### src/rtl/strap_xbar_pkg.sv
package strap_xbar_pkg;

   typedef enum logic [1:0] {
      SEQ_IRST = 2'd0,
      SEQ_WAIT = 2'd1,
      SEQ_RUN  = 2'd2
   } seq_st_e;

   function automatic int unsigned max2(input int unsigned a, input int unsigned b);
      return (a > b) ? a : b;
   endfunction

endpackage

### src/rtl/strap_sync.sv
module strap_sync #(
   parameter int unsigned STAGES = 2
) (
   input  logic clk,
   input  logic rst_n,
   input  logic d_i,
   output logic q_o
);

   generate
      if (STAGES < 2) begin : g_bad_stages
         $error("strap_sync: STAGES must be at least 2");
      end
   endgenerate

   generate
      if (STAGES == 2) begin : g_pair
         logic s0_q, s1_q;
         always_ff @(posedge clk or negedge rst_n) begin
            if (!rst_n) begin
               s0_q <= 1'b0;
               s1_q <= 1'b0;
            end else begin
               s0_q <= d_i;
               s1_q <= s0_q;
            end
         end
         assign q_o = s1_q;
      end else begin : g_chain
         logic [STAGES-1:0] sh_q;
         always_ff @(posedge clk or negedge rst_n) begin
            if (!rst_n) sh_q <= '0;
            else        sh_q <= {sh_q[STAGES-2:0], d_i};
         end
         assign q_o = sh_q[STAGES-1];
      end
   endgenerate

endmodule

### src/rtl/strap_seq.sv
module strap_seq
   import strap_xbar_pkg::*;
#(
   parameter int unsigned RST_CYC = 32,
   parameter int unsigned DLY_CYC = 100000
) (
   input  logic clk,
   input  logic rst_n,
   input  logic strap_s_i,
   output logic orient_o,
   output logic ok_o
);

   localparam int unsigned MAXC  = max2(RST_CYC, DLY_CYC);
   localparam int unsigned CNT_W = $clog2(MAXC + 1);
   localparam logic [CNT_W-1:0] RST_LAST = CNT_W'(RST_CYC - 1);
   localparam logic [CNT_W-1:0] DLY_LAST = CNT_W'(DLY_CYC - 1);
   localparam logic [CNT_W-1:0] CNT_TOP  = CNT_W'(MAXC - 1);

   generate
      if (RST_CYC < 1) begin : g_bad_rst
         $error("strap_seq: RST_CYC must be at least 1");
      end
      if (DLY_CYC < 1) begin : g_bad_dly
         $error("strap_seq: DLY_CYC must be at least 1");
      end
   endgenerate

   seq_st_e          st_q;
   logic [CNT_W-1:0] cnt_q;
   logic             orient_q;
   logic             ok_q;

   always_ff @(posedge clk or negedge rst_n) begin
      if (!rst_n) begin
         st_q     <= SEQ_IRST;
         cnt_q    <= '0;
         orient_q <= 1'b0;
         ok_q     <= 1'b0;
      end else begin
         unique case (st_q)
            SEQ_IRST: begin
               if (cnt_q == RST_LAST) begin
                  st_q  <= SEQ_WAIT;
                  cnt_q <= '0;
               end else begin
                  cnt_q <= cnt_q + 1'b1;
               end
            end
            SEQ_WAIT: begin
               if (cnt_q == DLY_LAST) begin
                  st_q     <= SEQ_RUN;
                  cnt_q    <= '0;
                  orient_q <= strap_s_i;
                  ok_q     <= 1'b1;
               end else begin
                  cnt_q <= cnt_q + 1'b1;
               end
            end
            SEQ_RUN: begin
               cnt_q <= '0;
            end
            default: begin
               st_q  <= SEQ_IRST;
               cnt_q <= '0;
            end
         endcase
      end
   end

   assign orient_o = orient_q;
   assign ok_o     = ok_q;


   ok_rise_chk: assert property (@(posedge clk) disable iff (!rst_n)
      $rose(ok_q) |-> ($past(st_q) == SEQ_WAIT) && ($past(cnt_q) == DLY_LAST));


   orient_hold_chk: assert property (@(posedge clk) disable iff (!rst_n)
      ok_q |=> $stable(orient_q));


   ok_sticky_chk: assert property (@(posedge clk) disable iff (!rst_n)
      ok_q |=> ok_q);


   cnt_bound_chk: assert property (@(posedge clk) disable iff (!rst_n)
      cnt_q <= CNT_TOP);


   capture_chk: assert property (@(posedge clk) disable iff (!rst_n)
      $rose(ok_q) |-> orient_q == $past(strap_s_i));

endmodule

### src/rtl/xbar_lane.sv
module xbar_lane #(
   parameter int unsigned          W         = 16,
   parameter logic [W-1:0]         IDLE_DATA = '0
) (
   input  logic                en_i,
   input  logic                sel_i,
   input  logic [1:0][W-1:0]   src_data_i,
   input  logic [1:0]          src_vld_i,
   output logic [1:0][W-1:0]   dst_data_o,
   output logic [1:0]          dst_vld_o
);

   generate
      if (W < 1) begin : g_bad_w
         $error("xbar_lane: W must be at least 1");
      end
   endgenerate

   for (genvar j = 0; j < 2; j++) begin : g_dst
      logic pick;
      assign pick = sel_i ^ j[0];
      always_comb begin
         if (!en_i) begin
            dst_data_o[j] = IDLE_DATA;
            dst_vld_o[j]  = 1'b0;
         end else begin
            dst_data_o[j] = src_data_i[pick];
            dst_vld_o[j]  = src_vld_i[pick];
         end
      end
   end

endmodule

### src/rtl/strap_xbar_ctrl.sv
module strap_xbar_ctrl
   import strap_xbar_pkg::*;
#(
   parameter int unsigned        DATA_W      = 16,
   parameter int unsigned        CLK_HZ      = 100_000_000,
   parameter int unsigned        RST_CYC     = 32,
   parameter int unsigned        DLY_CYC     = CLK_HZ / 1000,
   parameter int unsigned        SYNC_STAGES = 2,
   parameter logic [DATA_W-1:0]  IDLE_DATA   = '0
) (
   input  logic              clk,
   input  logic              rst_n,
   input  logic              strap_i,
   input  logic [DATA_W-1:0] h0_fwd_data_i,
   input  logic              h0_fwd_vld_i,
   input  logic [DATA_W-1:0] h1_fwd_data_i,
   input  logic              h1_fwd_vld_i,
   output logic [DATA_W-1:0] la_fwd_data_o,
   output logic              la_fwd_vld_o,
   output logic [DATA_W-1:0] lb_fwd_data_o,
   output logic              lb_fwd_vld_o,
   input  logic [DATA_W-1:0] la_rev_data_i,
   input  logic              la_rev_vld_i,
   input  logic [DATA_W-1:0] lb_rev_data_i,
   input  logic              lb_rev_vld_i,
   output logic [DATA_W-1:0] h0_rev_data_o,
   output logic              h0_rev_vld_o,
   output logic [DATA_W-1:0] h1_rev_data_o,
   output logic              h1_rev_vld_o,
   output logic              orient_ok_o
);

   generate
      if (DATA_W < 1) begin : g_bad_dw
         $error("strap_xbar_ctrl: DATA_W must be at least 1");
      end
      if (CLK_HZ < 1000) begin : g_bad_hz
         $error("strap_xbar_ctrl: CLK_HZ must be at least 1000");
      end
   endgenerate

   logic strap_s;
   logic orient;
   logic ok;

   strap_sync #(.STAGES(SYNC_STAGES)) u_sync (
      .clk   (clk),
      .rst_n (rst_n),
      .d_i   (strap_i),
      .q_o   (strap_s)
   );

   strap_seq #(.RST_CYC(RST_CYC), .DLY_CYC(DLY_CYC)) u_seq (
      .clk       (clk),
      .rst_n     (rst_n),
      .strap_s_i (strap_s),
      .orient_o  (orient),
      .ok_o      (ok)
   );

   logic [1:0][DATA_W-1:0] fwd_src_d, fwd_dst_d, rev_src_d, rev_dst_d;
   logic [1:0]             fwd_src_v, fwd_dst_v, rev_src_v, rev_dst_v;

   assign fwd_src_d = {h1_fwd_data_i, h0_fwd_data_i};
   assign fwd_src_v = {h1_fwd_vld_i,  h0_fwd_vld_i};
   assign rev_src_d = {lb_rev_data_i, la_rev_data_i};
   assign rev_src_v = {lb_rev_vld_i,  la_rev_vld_i};

   xbar_lane #(.W(DATA_W), .IDLE_DATA(IDLE_DATA)) u_fwd (
      .en_i       (ok),
      .sel_i      (orient),
      .src_data_i (fwd_src_d),
      .src_vld_i  (fwd_src_v),
      .dst_data_o (fwd_dst_d),
      .dst_vld_o  (fwd_dst_v)
   );

   xbar_lane #(.W(DATA_W), .IDLE_DATA(IDLE_DATA)) u_rev (
      .en_i       (ok),
      .sel_i      (orient),
      .src_data_i (rev_src_d),
      .src_vld_i  (rev_src_v),
      .dst_data_o (rev_dst_d),
      .dst_vld_o  (rev_dst_v)
   );

   assign la_fwd_data_o = fwd_dst_d[0];
   assign la_fwd_vld_o  = fwd_dst_v[0];
   assign lb_fwd_data_o = fwd_dst_d[1];
   assign lb_fwd_vld_o  = fwd_dst_v[1];
   assign h0_rev_data_o = rev_dst_d[0];
   assign h0_rev_vld_o  = rev_dst_v[0];
   assign h1_rev_data_o = rev_dst_d[1];
   assign h1_rev_vld_o  = rev_dst_v[1];
   assign orient_ok_o   = ok;


   idle_out_chk: assert property (@(posedge clk) disable iff (!rst_n)
      !orient_ok_o |-> !la_fwd_vld_o && !lb_fwd_vld_o && !h0_rev_vld_o && !h1_rev_vld_o
                       && la_fwd_data_o == IDLE_DATA && lb_fwd_data_o == IDLE_DATA
                       && h0_rev_data_o == IDLE_DATA && h1_rev_data_o == IDLE_DATA);


   straight_chk: assert property (@(posedge clk) disable iff (!rst_n)
      (orient_ok_o && !orient) |-> la_fwd_data_o == h0_fwd_data_i && lb_fwd_vld_o == h1_fwd_vld_i
                                   && h0_rev_data_o == la_rev_data_i && h1_rev_vld_o == lb_rev_vld_i);


   cross_chk: assert property (@(posedge clk) disable iff (!rst_n)
      (orient_ok_o && orient) |-> la_fwd_data_o == h1_fwd_data_i && lb_fwd_vld_o == h0_fwd_vld_i
                                  && h0_rev_data_o == lb_rev_data_i && h1_rev_vld_o == la_rev_vld_i);

endmodule

### config.mk
export PLATFORM = sky130hd
export DESIGN_NAME = strap_xbar_ctrl
export DESIGN_NICKNAME = d
export VERILOG_FILES = /design/src/rtl/strap_xbar_pkg.sv /design/src/rtl/strap_sync.sv /design/src/rtl/strap_seq.sv /design/src/rtl/xbar_lane.sv /design/src/rtl/strap_xbar_ctrl.sv
export SDC_FILE = /design/constraint.sdc
export NUM_CORES = 1
export LEC_CHECK = 0
export BUFFER_PORTS_ARGS = -buffer_cell sky130_fd_sc_hd__buf_2
export CORE_UTILIZATION = 44
export CTS_CLUSTER_DIAMETER = 40
export DETAILED_ROUTE_END_ITERATION = 8
export GPL_TIMING_DRIVEN = 0
export PLACE_DENSITY = 0.93
export REMOVE_ABC_BUFFERS = 1
export SLEW_MARGIN = 20
export SYNTH_ARGS = -nofsm -noshare
export SYNTH_HDL_FRONTEND = slang
export SYNTH_SLANG_ARGS = --single-unit
### constraint.sdc
create_clock -name clk -period 2.07 [get_ports clk]
set_input_delay 0.1035 -clock clk [delete_from_list [all_inputs] [get_ports clk]]
set_output_delay 0.1035 -clock clk [all_outputs]
set_load 0.03 [all_outputs]
After elaboration in Yosys (flattened, before gate mapping). Cells that the tools add are included.

Output and inout bits: 69. Bits of input ports: 71. Logic and storage cells: 50. Bits in registers: 23.

Bitwise operators: 2. Magnitude comparators: 2. $add $sub $neg: 1. Reductions and logical operators: 3. Muxes and demuxes: 30. Eq/ne operators: 6.

Operator list (number): $mux W16 (12); $mux W17 (2); $pmux W17 S2 (1); $add A17 B1 Y17 const B (1); $eq A17 B17 Y1 const B (1); $eq A17 B5 Y1 const B (1); $mux W1 (12); $pmux W2 S3 (1); $lt A1 B2 Y1 const B (2); $mux W2 (2); $ne A2 B1 Y1 const B (2); $reduce_and A3 Y1 (1); $eq A2 B1 Y1 const B (1); $eq A2 B2 Y1 const B (1); $logic_not A2 Y1 (1); $not A1 Y1 (2); $reduce_and A2 Y1 (1).

Logic depth before layout (Yosys ltp). Gate-level depths: netlist of run 1.

Word-level depth: 4. Depth in mapped cells: 5. Depth with buffers taken out: 5.

Modules after synthesis. A second synthesis of run 1 with hierarchy kept.

Cell total of the unflattened synthesis: 257. Area total of the unflattened synthesis: 2364.8 sq um.

By module, submodules not included: xbar_lane (times used 2, cells an instance 75, area an instance 635.6 sq um, seq. area each 0.0 sq um); strap_seq (times used 1, cells an instance 105, area an instance 1043.5 sq um, seq. area each 525.5 sq um); strap_sync (times used 1, cells an instance 2, area an instance 50.0 sq um, seq. area each 50.0 sq um).

Worst setup path after synthesis of run 1. OpenSTA, ideal clock, no wires.

Path type: register -> register. Start: reg u_seq.cnt_q[0]. End: reg u_seq.orient_q (netlist: u_seq.orient_o). Stages on the path, launching flop included: 6. Required time: 1945 ps. Period minus slack after synthesis: 1721 ps. Setup time: 125 ps. Path buffers: 0. Data arrival time: 1596 ps. Path slack: 349 ps. Cells stage by stage: dfrtp_1 -> ha_1 -> and4_1 -> nand3_2 -> or3_4 -> mux2_4.

Cells in the longest elaborated chain, start to end: 2.

RTL lines: from (decl) (RTL line strap_seq.sv:30) `logic [CNT_W-1:0] cnt_q;`; from (signal assigned) (RTL line strap_seq.sv:47) `cnt_q <= cnt_q + 1'b1;`; from (signal assigned) (RTL line strap_seq.sv:57) `cnt_q <= cnt_q + 1'b1;`; $eq A17 B17 Y1 (RTL line strap_seq.sv:51) `if (cnt_q == DLY_LAST) begin`; $reduce_and A2 Y1 (no line); to (signal assigned) (RTL line strap_seq.sv:54) `orient_q <= strap_s_i;`; to (decl) (RTL line strap_seq.sv:31) `logic orient_q;`.

Every way passes these cells. A chain may end at the register's enable or synchronous reset.

Worst setup path after layout of run 1.
Start: reg u_seq.orient_q (netlist: u_seq.orient_o). End: out lb_fwd_data_o[2].

Cells in the longest elaborated chain, start to end: 3.

RTL lines: $mux W16 (implied by the code) (2 in a row) (RTL line xbar_lane.sv:27) `dst_data_o[j] = src_data_i[pick];`; $mux W16 (RTL line xbar_lane.sv:23) `if (!en_i) begin`; to (decl) (RTL line strap_xbar_ctrl.sv:20) `output logic [DATA_W-1:0] lb_fwd_data_o,`.

Every way passes these cells. The select of a mux whose other input is x is not followed.

==> results.env, run 1 <==
RUN_STATUS='completed'
CRITICAL_PATH_PEAK_FANOUT=51
POST-ROUTE-CELL-AREA_UM2=3057
GRT_OVERFLOW_TOTAL=0
FINALCRITICALPERIOD_NS=1.883
NUMBER_OF_ANTENNA_VIOLATIONS_AT_THE_FIRST_CHECK_IN_GLOBAL_ROUTING=1
CTS_ROOT_CELL='sky130_fd_sc_hd__clkbuf_8'
PORT_BUFFERS=139
DIE_X_UM=73.59
NUMBER_OF_GLOBAL_ROUTE_VIAS_BEFORE_REPAIR=1966
CORE.ROWCOUNT=25
CTS.HTREE.LEVELS=1
TIMING.FMAX_MHz=531.0
YS_WARN_COUNT=0
GRT_UTIL_MET1=0.2390
FILLERS=415
WORST_CLK_SKEW_NS=0.001065
DRC=0
CLOCK_SINK_COUNT=23
HOLD_CLASS='in2async'
HOLD_SLACK_NS=0.3360
DRT_FIRST_PASS_ITERS=4
DETAILEDROUTE.FIRSTITERATIONVIOLATIONS=58
ARRIVAL_NS=1.78
YS_SEQ_ELEMENTS=23
WORST_SLEW_PIN_TRAN_NS=0.8029
SYNTH_EDF_COUNT=0
GP_ROUTABILITY_CONGESTION=0.9210
SYNTHDOMINANTCELLAREASHARE=0.3019
YOSYSUNIQUECELLTYPES=28
NUMPLACEDINSTANCES=444
ROUTE.FINAL.WIRE_LENGTH_MM=6.447
SYN_AVG_CELL_AREA_UM2=8.842
LAYOUT-AREA-OVERHEAD-VS-SYNTH_PCT=35.57
SYNTH.YOSYS.SEQ_AREA_SHARE=0.2553
GRTUSAGETOTAL=0.2157
FINAL_LAYOUT_SIZE_SUFFIX_GT1_FRAC=0.3943
RSZ0062_AT_GRT='no'
TIMING.FINAL.CRIT_SHARE=0.9097
CTS-ROOT-TO-SINK-BUFFERS=2
P_LEAK_nW=1.394
POST-ROUTE-UTIL=0.6345
GLOBAL_ROUTE_WIRE_LENGTH_BEFORE_REPAIR_MM=9.094
POST_CTS.REPAIR.SETUP_BUFFERS=0
DESIGN_POWER_TOTAL_mW=0.8586
SYNTHESIS.AREA_UM2=2255
POST_SYNTH_MAIN_AREA_CONTRIBUTORS='sky130_fd_sc_hd__mux2i_1 30%, sky130_fd_sc_hd__dfrtp_1 26%, sky130_fd_sc_hd__nor2b_1 19%, sky130_fd_sc_hd__xnor2_1 3.9%, sky130_fd_sc_hd__nor3_1 2.7%'
VDD.IR_DROP.WORST_uV=356.6
PATH_TYPE_OF_THE_WORST_SETUP_PATH='reg2out'
DETAILEDPLACEMENTHPWL_MM=5.162
WORST_SLEW_MARGIN_REL=0.4647
POSTPLACECELLAREA_UM2=2989
DIE_AREA_UM2=5415
VIAS=2295
POWER-PER-CELL-AREA_nW_PER_UM2=280.9
START_UTIL=0.4681
FINAL_ANT_VIOL_NETS=0
YOSYS-TOP-CELLS-COUNT='68 x sky130_fd_sc_hd__mux2i_1, 68 x sky130_fd_sc_hd__nor2b_1, 23 x sky130_fd_sc_hd__dfrtp_1'
TIMING_MAX_TRANSITION_VIOLATIONS_FINAL=0
CLK_TRANSITION_REPORTED_PATHS_NS=0.07
IO-PIN-COUNT=140
GRT_MOST_USED_LAYER='met2'
WORSTSETUPSTARTPOINTTYPE='register'
CRIT_PATH_END_KIND='output pin'
DOMINANT_SYNTHESIZED_FLOP_CELL='sky130_fd_sc_hd__dfrtp_1'
MAXIMUM_NUMBER_OF_PINS_ON_ONE_NET_BEFORE_GLOBAL_ROUTE_REPAIR=71
POST_DR_WIRELENGTH_CELL_UM=14.29
FIN_NETS=456
HOLD_VIOLATIONS=0
CTS_TREE='yes'
DIE_HEIGHT_UM=73.59
REQUIRED_NS=1.97
SETUP_VIOL=0
AREA_OF_THE_CORE_UM2=4817
USE_MET3=0.04115
GLOBAL_ROUTE.USAGE.MET2=0.3986
FINAL_CELLS=451
MAX_CAP_VIOL_COUNT=0
CLOCK_LATENCY_NS=0.26
VIAS_PER_CELL=5.089
SYNTH_CELLS=255
SYNTH_TOP_AREA_CELL='sky130_fd_sc_hd__mux2i_1'
SYNTHARSTFLOPSHARE=1.000
CTS_MADE_BUFFERS=3
[logic make-up (layout without fill, tap and decap cells)]
group | Yosys count | after routing | synth area share
mux | 69 | 69 | 0.3085
flops | 23 | 23 | 0.2553
compound gates | 4 | 4 | 0.01332
other cells | 0 | 1 | 0
simple gates | 123 | 123 | 0.3235
xor+xnor | 14 | 14 | 0.05438
buf+inv | 21 | 149 | 0.03940
fa+ha+maj | 1 | 1 | 0.005549
[path summary, 6_finish.rpt]
| path | start | end | slack, ns | depth (start not counted) |
|---|---|---|---|---|
| max | u_seq.orient_o | lb_fwd_data_o[2] | 0.19 | 4 |
| min | rst_n | u_sync.q_o | 0.34 | 2 |
| max reg2reg | u_seq.cnt_q[0] | u_seq.orient_o | 0.20 | 5 |
| min reg2reg | u_sync.g_pair.s0_q | u_sync.q_o | 0.36 | 0 |
| max in group asynchronous | rst_n | u_seq.orient_o | 1.36 | 2 |
| min in group clk | u_sync.g_pair.s0_q | u_sync.q_o | 0.36 | 0 |
[routing by layer]
metal | share of wire | wire length (um)
met5 | 0 | 0
met4 | 0.025 | 161
met3 | 0.075 | 486
met2 | 0.52 | 3359
met1 | 0.38 | 2439
[through the flow]
step                setup TNS, ns  worst slack (ns)
floorplan                  -71.69            -1.045
global placement           -87.23            -1.344
detailed placement              0            0.2292
CTS                             0            0.1745
global route                    0           0.09074
finish                          0            0.1869
[worst max-delay path: stages (launching register included)]
cell and delay, ns:
sky130_fd_sc_hd__dfrtp_4 0.64, sky130_fd_sc_hd__buf_16 0.33, sky130_fd_sc_hd__mux2i_1 0.26, sky130_fd_sc_hd__nor2b_1 0.07, sky130_fd_sc_hd__buf_2 0.18
[sequential cells by signal (all words and copies together), names as in the netlist]
| register | flops |
|---|---|
| u_seq.ok_o | 1 |
| u_seq.cnt_q | 17 |
| u_seq.orient_o | 1 |
| u_sync.q_o | 1 |
| u_seq.st_q | 2 |
| u_sync.g_pair.s0_q | 1 |
[what timing repair did]
item,CTS,global route
endpoints found under the hold margin,24,0
hold buffers,2,0
gates resized for setup,0,0
[area by class of cell]
| class | instances | area (um2) | area share |
|---|---|---|---|
| antenna | 1 | 2.502 | 0.0008187 |
| clock buffer | 4 | 45.04 | 0.01474 |
| inverter | 3 | 11.26 | 0.003684 |
| multi-input combinational | 211 | 1590 | 0.5203 |
| sequential | 23 | 580.6 | 0.1899 |
| tap | 67 | 83.83 | 0.02743 |
| timing repair buffer | 142 | 743.2 | 0.2431 |
[layout by cell type, fill, tap and decap left out, types with 2 or more instances in the layout]
cell / netlist / final
sky130_fd_sc_hd__inv_1: 3 / 3
sky130_fd_sc_hd__nand2_1: 5 / 5
sky130_fd_sc_hd__mux2i_1: 68 / 68
sky130_fd_sc_hd__nand4_1: 6 / 6
sky130_fd_sc_hd__dfrtp_1: 23 / 21
sky130_fd_sc_hd__nor4_1: 7 / 7
sky130_fd_sc_hd__xor2_1: 4 / 4
sky130_fd_sc_hd__nor2b_1: 68 / 68
sky130_fd_sc_hd__dlygate4sd3_1: 0 / 2
sky130_fd_sc_hd__nor2_1: 11 / 11
sky130_fd_sc_hd__o21ai_0: 2 / 2
sky130_fd_sc_hd__clkbuf_8: 0 / 3
sky130_fd_sc_hd__buf_2: 8 / 139
sky130_fd_sc_hd__xnor2_1: 10 / 10
sky130_fd_sc_hd__nand3_1: 5 / 5
sky130_fd_sc_hd__nor3b_1: 2 / 2
sky130_fd_sc_hd__nor3_1: 12 / 12
[where the power goes]
group / switching (mW) / internal, mW
logic: 0.0642 / 0.0736
clock network: 0.132 / 0.137
registers: 0.000480 / 0.451
Note: power is estimated with default switching activity, not from simulation.
==> inputs of run 2 (changes only) <==
--- a/config.mk
+++ b/config.mk
@@ -6,11 +6,11 @@
 export NUM_CORES = 1
 export LEC_CHECK = 0
 export BUFFER_PORTS_ARGS = -buffer_cell sky130_fd_sc_hd__buf_2
-export CORE_UTILIZATION = 44
+export CORE_UTILIZATION = 30
 export CTS_CLUSTER_DIAMETER = 40
 export DETAILED_ROUTE_END_ITERATION = 8
 export GPL_TIMING_DRIVEN = 0
-export PLACE_DENSITY = 0.93
+export PLACE_DENSITY = 0.71
 export REMOVE_ABC_BUFFERS = 1
 export SLEW_MARGIN = 20
 export SYNTH_ARGS = -nofsm -noshare
==> run 2 against run 1 <==
Count of clock-buffer cells in the layout unchanged. Total power down 0.26%. Global-route usage decreased by 8.5 points. Sequential power about the same. Worst setup slack gained 0.020 ns. Die area rose by 45%. Worst hold slack better by 0.013 ns. Critical path depth is 1 higher. Critical path type is now reg2reg. Largest cell class unchanged. Largest power group unchanged. Highest routed layer unchanged.
==> results.env, run 2 (synthesis results as in run 1) <==
IO-PIN-COUNT=140  # unchanged
CRIT_PATH_END_KIND='register'  # was output pin
CTS-ROOT-TO-SINK-BUFFERS=2  # unchanged
DESIGN_POWER_TOTAL_mW=0.8564  # was 0.8586 mW
CTS_TREE='yes'  # unchanged
NUMBER_OF_GLOBAL_ROUTE_VIAS_BEFORE_REPAIR=1876  # was 1966
REG2REG_SLACK_NS=0.21  # was 0.20 ns
MULTI_INPUT_COMB_AREA_UM2=1590  # unchanged
CRIT_PATH_TOP_DELAY_CELL='sky130_fd_sc_hd__or3_4'  # was sky130_fd_sc_hd__dfrtp_4
ARRIVAL_NS=2.01  # was 1.78 ns
VIAS_PER_CELL=4.737  # was 5.089
GRT_UTIL_MET1=0.1477  # was 0.2390
VIAS=2288  # was 2295
FILLERS=747  # was 415
MAX_CAP_VIOL_COUNT=0  # unchanged
DETAILEDROUTE.FIRSTITERATIONVIOLATIONS=49  # was 58
DRC=0  # unchanged
AREA_OF_THE_CORE_UM2=7253  # was 4817 um2
FINAL_ANT_VIOL_NETS=0  # unchanged
SETUP_VIOL=0  # unchanged
WORST_SLEW_MARGIN_REL=0.4573  # was 0.4647
GRT_OVERFLOW_TOTAL=0  # unchanged
CORE.ROWCOUNT=31  # was 25
PRE_CTS_SLACK_NS=0.2153  # was 0.2292 ns
CLOCK_SINK_COUNT=23  # unchanged
GP_ROUTABILITY_CONGESTION=0.7863  # was 0.9210
WORSTREGTOREGCELLS=5  # unchanged
REQUIRED_NS=2.22  # was 1.97 ns
LARGEST-REGISTER='u_seq.cnt_q'  # unchanged
TIMING.FMAX_MHz=536.6  # was 531.0 MHz
DETAILEDPLACEMENTHPWL_MM=4.647  # was 5.162 mm
LARGEST_REGISTERS='u_seq.cnt_q x17, u_seq.st_q x2'  # unchanged
P_LEAK_nW=1.402  # was 1.394 nW
DRT_FIRST_PASS_ITERS=4  # unchanged
TIMING_MAX_TRANSITION_VIOLATIONS_FINAL=0  # unchanged
HOLD_VIOLATIONS=0  # unchanged
AREA.SEQUENTIAL_UM2=580.6  # unchanged
CRITICAL_PATH_PEAK_FANOUT=4  # was 51
DIE_X_UM=88.69  # was 73.59 um
DIE_AREA_UM2=7866  # was 5415 um2
MAXIMUM_NUMBER_OF_PINS_ON_ONE_NET_BEFORE_GLOBAL_ROUTE_REPAIR=71  # unchanged
DIE_HEIGHT_UM=88.69  # was 73.59 um
USE_MET3=0.02612  # was 0.04115
HOLD_CLASS='in2async'  # unchanged
CRITICAL_PATH.CELL_CHAIN='ha_1, and4_1, nand3_2, or3_4, mux2_4'  # was buf_16, mux2i_1, nor2b_1, buf_2
CTS_ROOT_CELL='sky130_fd_sc_hd__clkbuf_8'  # unchanged
CTS_MADE_BUFFERS=3  # unchanged
GRT_MOST_USED_LAYER='met2'  # unchanged
NUMBER_OF_ANTENNA_VIOLATIONS_AT_THE_FIRST_CHECK_IN_GLOBAL_ROUTING=0  # was 1
GLOBAL_ROUTE.USAGE.MET2=0.2552  # was 0.3986
CTS.HTREE.LEVELS=1  # unchanged
CLK_TRANSITION_REPORTED_PATHS_NS=0.07  # about the same
RUN_STATUS='completed'  # unchanged
FINAL_LAYOUT_SIZE_SUFFIX_GT1_FRAC=0.3958  # was 0.3943
RSZ0062_AT_GRT='no'  # unchanged
CPPEAKSTAGEDELAY_NS=0.41  # was 0.64 ns
GLOBAL_ROUTE_WIRE_LENGTH_BEFORE_REPAIR_MM=8.211  # was 9.094 mm
LAYOUT-AREA-OVERHEAD-VS-SYNTH_PCT=38.12  # was 35.57%
FINAL_COMMON_CELL='sky130_fd_sc_hd__buf_2'  # unchanged
WORST_CLK_SKEW_NS=0.0009961  # was 0.001065 ns
PATH_TYPE_OF_THE_WORST_SETUP_PATH='reg2reg'  # was reg2out
WORST_SLACK_NS=0.2065  # was 0.1869 ns
CLOCK_LATENCY_NS=0.26  # about the same
POST_DR_WIRELENGTH_CELL_UM=12.46  # was 14.29 um
R2R_END='u_seq.orient_o'  # unchanged
LAUNCH_INSTANCE_OF_THE_WORST_REGISTER_TO_REGISTER_PATH='u_seq.cnt_q[0]'  # unchanged
TIMING.FINAL.CRIT_SHARE=0.9002  # was 0.9097
FIN_NETS=457  # was 456
WORSTSETUPSTARTPOINTTYPE='register'  # unchanged
VDD.IR_DROP.WORST_uV=485.1  # was 356.6 uV
POSTPLACECELLAREA_UM2=3022  # was 2989 um2
DIODES=0  # was 1
LARGEST_REGISTER_FFS=17  # unchanged
FINAL_CELL_MIX='139 x sky130_fd_sc_hd__buf_2, 68 x sky130_fd_sc_hd__mux2i_1, 68 x sky130_fd_sc_hd__nor2b_1'  # unchanged
FINALCRITICALPERIOD_NS=1.863  # was 1.883 ns
POST-ROUTE-CELL-AREA_UM2=3114  # was 3057 um2
PORT_BUFFERS=139  # unchanged
POWER-PER-CELL-AREA_nW_PER_UM2=275.0  # was 280.9 nW/um2
START_UTIL=0.3109  # was 0.4681
ROUTE.FINAL.WIRE_LENGTH_MM=6.019  # was 6.447 mm
WORST_SLEW_PIN_TRAN_NS=0.8141  # was 0.8029 ns
GRTUSAGETOTAL=0.1310  # was 0.2157
[run 2: how the worst max path moves through the flow]
stage                         from          endpoint  slack (ns)  cells past startpoint
floorplan           u_seq.orient_o  h0_rev_data_o[0]       -1.04                      2
global placement    u_seq.orient_o  lb_fwd_data_o[1]       -1.40                      3
detailed placement  u_seq.cnt_q[0]    u_seq.orient_o        0.22                      5
CTS                 u_seq.orient_o      h1_rev_vld_o        0.04                      4
global route        u_seq.cnt_q[0]    u_seq.orient_o        0.13                      5
finish              u_seq.cnt_q[0]    u_seq.orient_o        0.21                      5
[run 2: layer usage]
layer | vias up | routed length, um
li1 | 1141 | -
met1 | 1064 | 2509
met2 | 78 | 3055
met3 | 5 | 427
met4 | 0 | 27
met5 | - | 0
[run 2: cell type report]
type | count | share of cell area
multi-input cells | 211 | 0.5106
repair buffers | 143 | 0.2451
flip-flops and latches | 23 | 0.1864
well taps | 99 | 0.03978
clock buffers | 4 | 0.01446
inverters | 3 | 0.003616
[run 2: repair_timing]
action / in CTS / in global routing
setup endpoints to repair: 0 / 27
endpoints found under the hold margin: 24 / 0
buffers inserted: 0 / 1
hold buffers: 2 / 0
resized for setup: 0 / 0
[run 2: worst max-delay path: cells and delay by family, from the launching register on]
family / cells / cell delay (ns)
simple gates: 3 / 0.81
flops: 1 / 0.39
mux: 1 / 0.30
fa+ha+maj: 1 / 0.24
[run 2: power by group]
part           total [mW]  switching [mW]  internal (mW)
Clock               0.271           0.133          0.137
Sequential          0.451        0.000412          0.451
Combinational       0.134          0.0608         0.0735
Total               0.856           0.195          0.662
[run 2: stage by stage]
stage / setup TNS (ns) / hold WS, ns / util / std cells
floorplan: -71.69 / -0.1921 / - / 237
global placement: -87.57 / 0.09108 / 0.4131 / 475
detailed placement: 0 / 0.1058 / 0.4166 / 476
CTS: 0 / 0.3480 / 0.4256 / 482
global route: 0 / 0.3718 / 0.4294 / 483
finish: 0 / 0.3493 / 0.4294 / 483
==> inputs of run 3 (changes only) <==
==> constraint.sdc (replaced) <==
create_clock -name clk -period 2.07 [get_ports clk]
set_input_delay 0.3105 -clock clk [delete_from_list [all_inputs] [get_ports clk]]
set_output_delay 0.3105 -clock clk [all_outputs]
set_load 0.03 [all_outputs]
==> run 3 against run 2 <==
Clock power is essentially flat. Cell count shrank 0.21%. Design area shrank 0.20%. Sequential cell count is the same. Global-route usage grew 0.098 points. Via count shrank 0.39%. Core utilization shrank 0.086 points. Maximum frequency shrank 3.4%. Critical endpoint is now h0_rev_data_o[5]. Largest cell class unchanged. Largest power group unchanged. Highest routed layer unchanged.
==> results.env, run 3 (synthesis results as in run 1) <==
GLOBAL_ROUTE_WIRE_LENGTH_BEFORE_REPAIR_MM=8.273  # was 8.211 mm
POWER-PER-CELL-AREA_nW_PER_UM2=274.4  # was 275.0 nW/um2
WORST_SLEW_MARGIN_REL=0.6115  # was 0.4573
POST-ROUTE-UTIL=0.4285  # was 0.4294
DETAILEDPLACEMENTHPWL_MM=4.647  # unchanged
AREA.SEQUENTIAL_UM2=583.1  # was 580.6 um2
CRITICAL_PATH.TOP_DELAY_FAMILY='flip-flops'  # was simple AND/OR/NAND/NOR gates
DIE_X_UM=88.69  # unchanged
FINALCRITICALPERIOD_NS=1.928  # was 1.863 ns
CRIT_PATH_END_KIND='output pin'  # was register
CPPEAKSTAGEDELAY_NS=0.59  # was 0.41 ns
FINAL_CELL_MIX='139 x sky130_fd_sc_hd__buf_2, 68 x sky130_fd_sc_hd__mux2i_1, 68 x sky130_fd_sc_hd__nor2b_1'  # unchanged
POST_DR_WIRELENGTH_CELL_UM=12.49  # was 12.46 um
PORT_BUFFERS=139  # unchanged
PATH_TYPE_OF_THE_WORST_SETUP_PATH='reg2out'  # was reg2reg
WORSTREGTOREGCELLS=5  # unchanged
R2R_END='u_seq.orient_o'  # unchanged
CLOCK_SINK_COUNT=23  # unchanged
RUN_STATUS='completed'  # unchanged
CLOCK_LATENCY_NS=0.26  # about the same
P_LEAK_nW=1.399  # was 1.402 nW
WORSTSETUPPATHDEPTH=4  # was 5
DIODES=0  # unchanged
CTS_TREE='yes'  # unchanged
ARRIVAL_NS=1.62  # was 2.01 ns
WORST_SLEW_PIN_TRAN_NS=0.5828  # was 0.8141 ns
DIE_HEIGHT_UM=88.69  # unchanged
CRITICAL_PATH_BUF_INV_COUNT=2  # was 0
FILLERS=747  # unchanged
NUMBER_OF_ANTENNA_VIOLATIONS_AT_THE_FIRST_CHECK_IN_GLOBAL_ROUTING=0  # unchanged
RSZ0062_AT_GRT='no'  # unchanged
HOLD_CLASS='in2async'  # unchanged
FINAL_CELLS=482  # was 483
DRC=0  # unchanged
GRTUSAGETOTAL=0.1320  # was 0.1310
POST-ROUTE-CELL-AREA_UM2=3108  # was 3114 um2
POSTPLACECELLAREA_UM2=3022  # unchanged
CTS-ROOT-TO-SINK-BUFFERS=2  # unchanged
ROUTE.FINAL.WIRE_LENGTH_MM=6.020  # was 6.019 mm
WORSTSETUPSTARTPOINTTYPE='register'  # unchanged
IO-PIN-COUNT=140  # unchanged
VDD.IR_DROP.WORST_uV=482.4  # was 485.1 uV
CTS_MADE_BUFFERS=3  # unchanged
AREA_OF_THE_CORE_UM2=7253  # unchanged
WORST_CLK_SKEW_NS=0.001241  # was 0.0009961 ns
SETUP_VIOL=0  # unchanged
VIAS_PER_CELL=4.728  # was 4.737
START_UTIL=0.3109  # unchanged
MAXIMUM_NUMBER_OF_PINS_ON_ONE_NET_BEFORE_GLOBAL_ROUTE_REPAIR=71  # unchanged
GRT_OVERFLOW_TOTAL=0  # unchanged
LAYOUT-AREA-OVERHEAD-VS-SYNTH_PCT=37.85  # was 38.12%
DIE_AREA_UM2=7866  # unchanged
REQUIRED_NS=1.76  # was 2.22 ns
TIMING.FMAX_MHz=518.6  # was 536.6 MHz
MET2_WIRE_LEN_MM=3.031  # was 3.055 mm
LARGEST_REGISTERS='u_seq.cnt_q x17, u_seq.st_q x2'  # unchanged
CRITICAL_PATH.CELL_CHAIN='buf_12, mux2i_1, nor2b_1, buf_2'  # was ha_1, and4_1, nand3_2, or3_4, mux2_4
HOLD_SLACK_NS=0.006196  # was 0.3493 ns
TIMING_MAX_TRANSITION_VIOLATIONS_FINAL=0  # unchanged
VIAS=2279  # was 2288
MET3ROUTEDLENGTH_UM=424  # was 427 um
DRT_FIRST_PASS_ITERS=4  # unchanged
CORE.ROWCOUNT=31  # unchanged
LARGEST_REGISTER_FFS=17  # unchanged
MULTI_INPUT_COMB_AREA_UM2=1590  # unchanged
NUMBER_OF_BUFFERS_INSERTED_BY_HOLD_REPAIR_AT_CTS=0  # was 2
LAUNCH_INSTANCE_OF_THE_WORST_REGISTER_TO_REGISTER_PATH='u_seq.cnt_q[0]'  # unchanged
CTS.HTREE.LEVELS=1  # unchanged
CRIT_PATH_TOP_DELAY_CELL='sky130_fd_sc_hd__dfrtp_4'  # was sky130_fd_sc_hd__or3_4
FINAL_ANT_VIOL_NETS=0  # unchanged
TOP_SIGNAL_LAYER_USED='met4'  # unchanged
CTS_ROOT_CELL='sky130_fd_sc_hd__clkbuf_8'  # unchanged
MET1WIRELENGTH_MM=2.537  # was 2.509 mm
FINAL_LAYOUT_SIZE_SUFFIX_GT1_FRAC=0.3995  # was 0.3958
FIN_NETS=456  # was 457
REG2REG_SLACK_NS=0.21  # about the same
CRITICAL_PATH_PEAK_FANOUT=32  # was 4
FINAL_COMMON_CELL='sky130_fd_sc_hd__buf_2'  # unchanged
SETUP-TNS-FINAL_NS=0  # unchanged
LARGEST-REGISTER='u_seq.cnt_q'  # unchanged
TIMING.FINAL.CRIT_SHARE=0.9316  # was 0.9002
DETAILEDROUTE.FIRSTITERATIONVIOLATIONS=51  # was 49
NUMPLACEDINSTANCES=476  # unchanged
GP_ROUTABILITY_CONGESTION=0.7863  # unchanged
NUMBER_OF_GLOBAL_ROUTE_VIAS_BEFORE_REPAIR=1877  # was 1876
CLK_TRANSITION_REPORTED_PATHS_NS=0.07  # about the same
CP-STARTPOINT='u_seq.orient_o'  # was u_seq.cnt_q[0]
HOLD_VIOLATIONS=0  # unchanged
MAX_CAP_VIOL_COUNT=0  # unchanged
[run 3: changes by cell type in the layout (fill, tap and decap cells not counted)]
| cell | previous run | this run |
|---|---|---|
| sky130_fd_sc_hd__dfrtp_2 | 1 | 0 |
| sky130_fd_sc_hd__buf_6 | 0 | 1 |
| sky130_fd_sc_hd__dfrtp_4 | 1 | 2 |
| sky130_fd_sc_hd__dlygate4sd3_1 | 2 | 0 |
[run 3: area by class of cell]
class,instances,area share
tap,99,0.03986
sequential,23,0.1876
timing repair buffer,142,0.2428
multi-input combinational,211,0.5117
inverter,3,0.003623
clock buffer,4,0.01449
[run 3: stage by stage]
| stage | setup slack (ns) | power, mW |
|---|---|---|
| floorplan | -1.252 | 0.4989 |
| global placement | -1.605 | 0.5856 |
| detailed placement | 0.1273 | 0.5920 |
| CTS | 0.03207 | 0.8649 |
| global route | 0.06751 | 0.9038 |
| finish | 0.1416 | 0.8527 |
[run 3: routing by layer]
metal / vias up / GRT usage
met4: 0 / 0.02199
met2: 77 / 0.2594
met5: - / 0
met3: 5 / 0.02612
li1: 1136 / -
met1: 1061 / 0.1472
[run 3: report_power, final]
part / switching, mW / internal [mW] / leakage [nW]
registers: 0.000412 / 0.451 / 0.298
logic: 0.0603 / 0.0710 / 1.08
clock network: 0.133 / 0.137 / 0.0228
total: 0.194 / 0.659 / 1.40
[run 3: worst reg2reg max path, stage by stage, from the launching register on]
cell and delay (ns):
sky130_fd_sc_hd__dfrtp_1 0.39, sky130_fd_sc_hd__ha_1 0.24, sky130_fd_sc_hd__and4_1 0.27, sky130_fd_sc_hd__nand3_2 0.13
sky130_fd_sc_hd__or3_4 0.42, sky130_fd_sc_hd__mux2_4 0.30
[run 3: repair_timing]
| action | in CTS | in global routing |
|---|---|---|
| setup buffers | 1 | 1 |
| gates resized for setup | 0 | 1 |
| endpoints found under the setup margin | 32 | 34 |
[run 3: worst max path at each step]
stage                             endpoint
after global routing      lb_fwd_data_o[1]
after detailed placement  lb_fwd_data_o[1]
after floorplan           h0_rev_data_o[0]
final                     h0_rev_data_o[5]
after global placement    lb_fwd_data_o[1]
after CTS                     h1_rev_vld_o
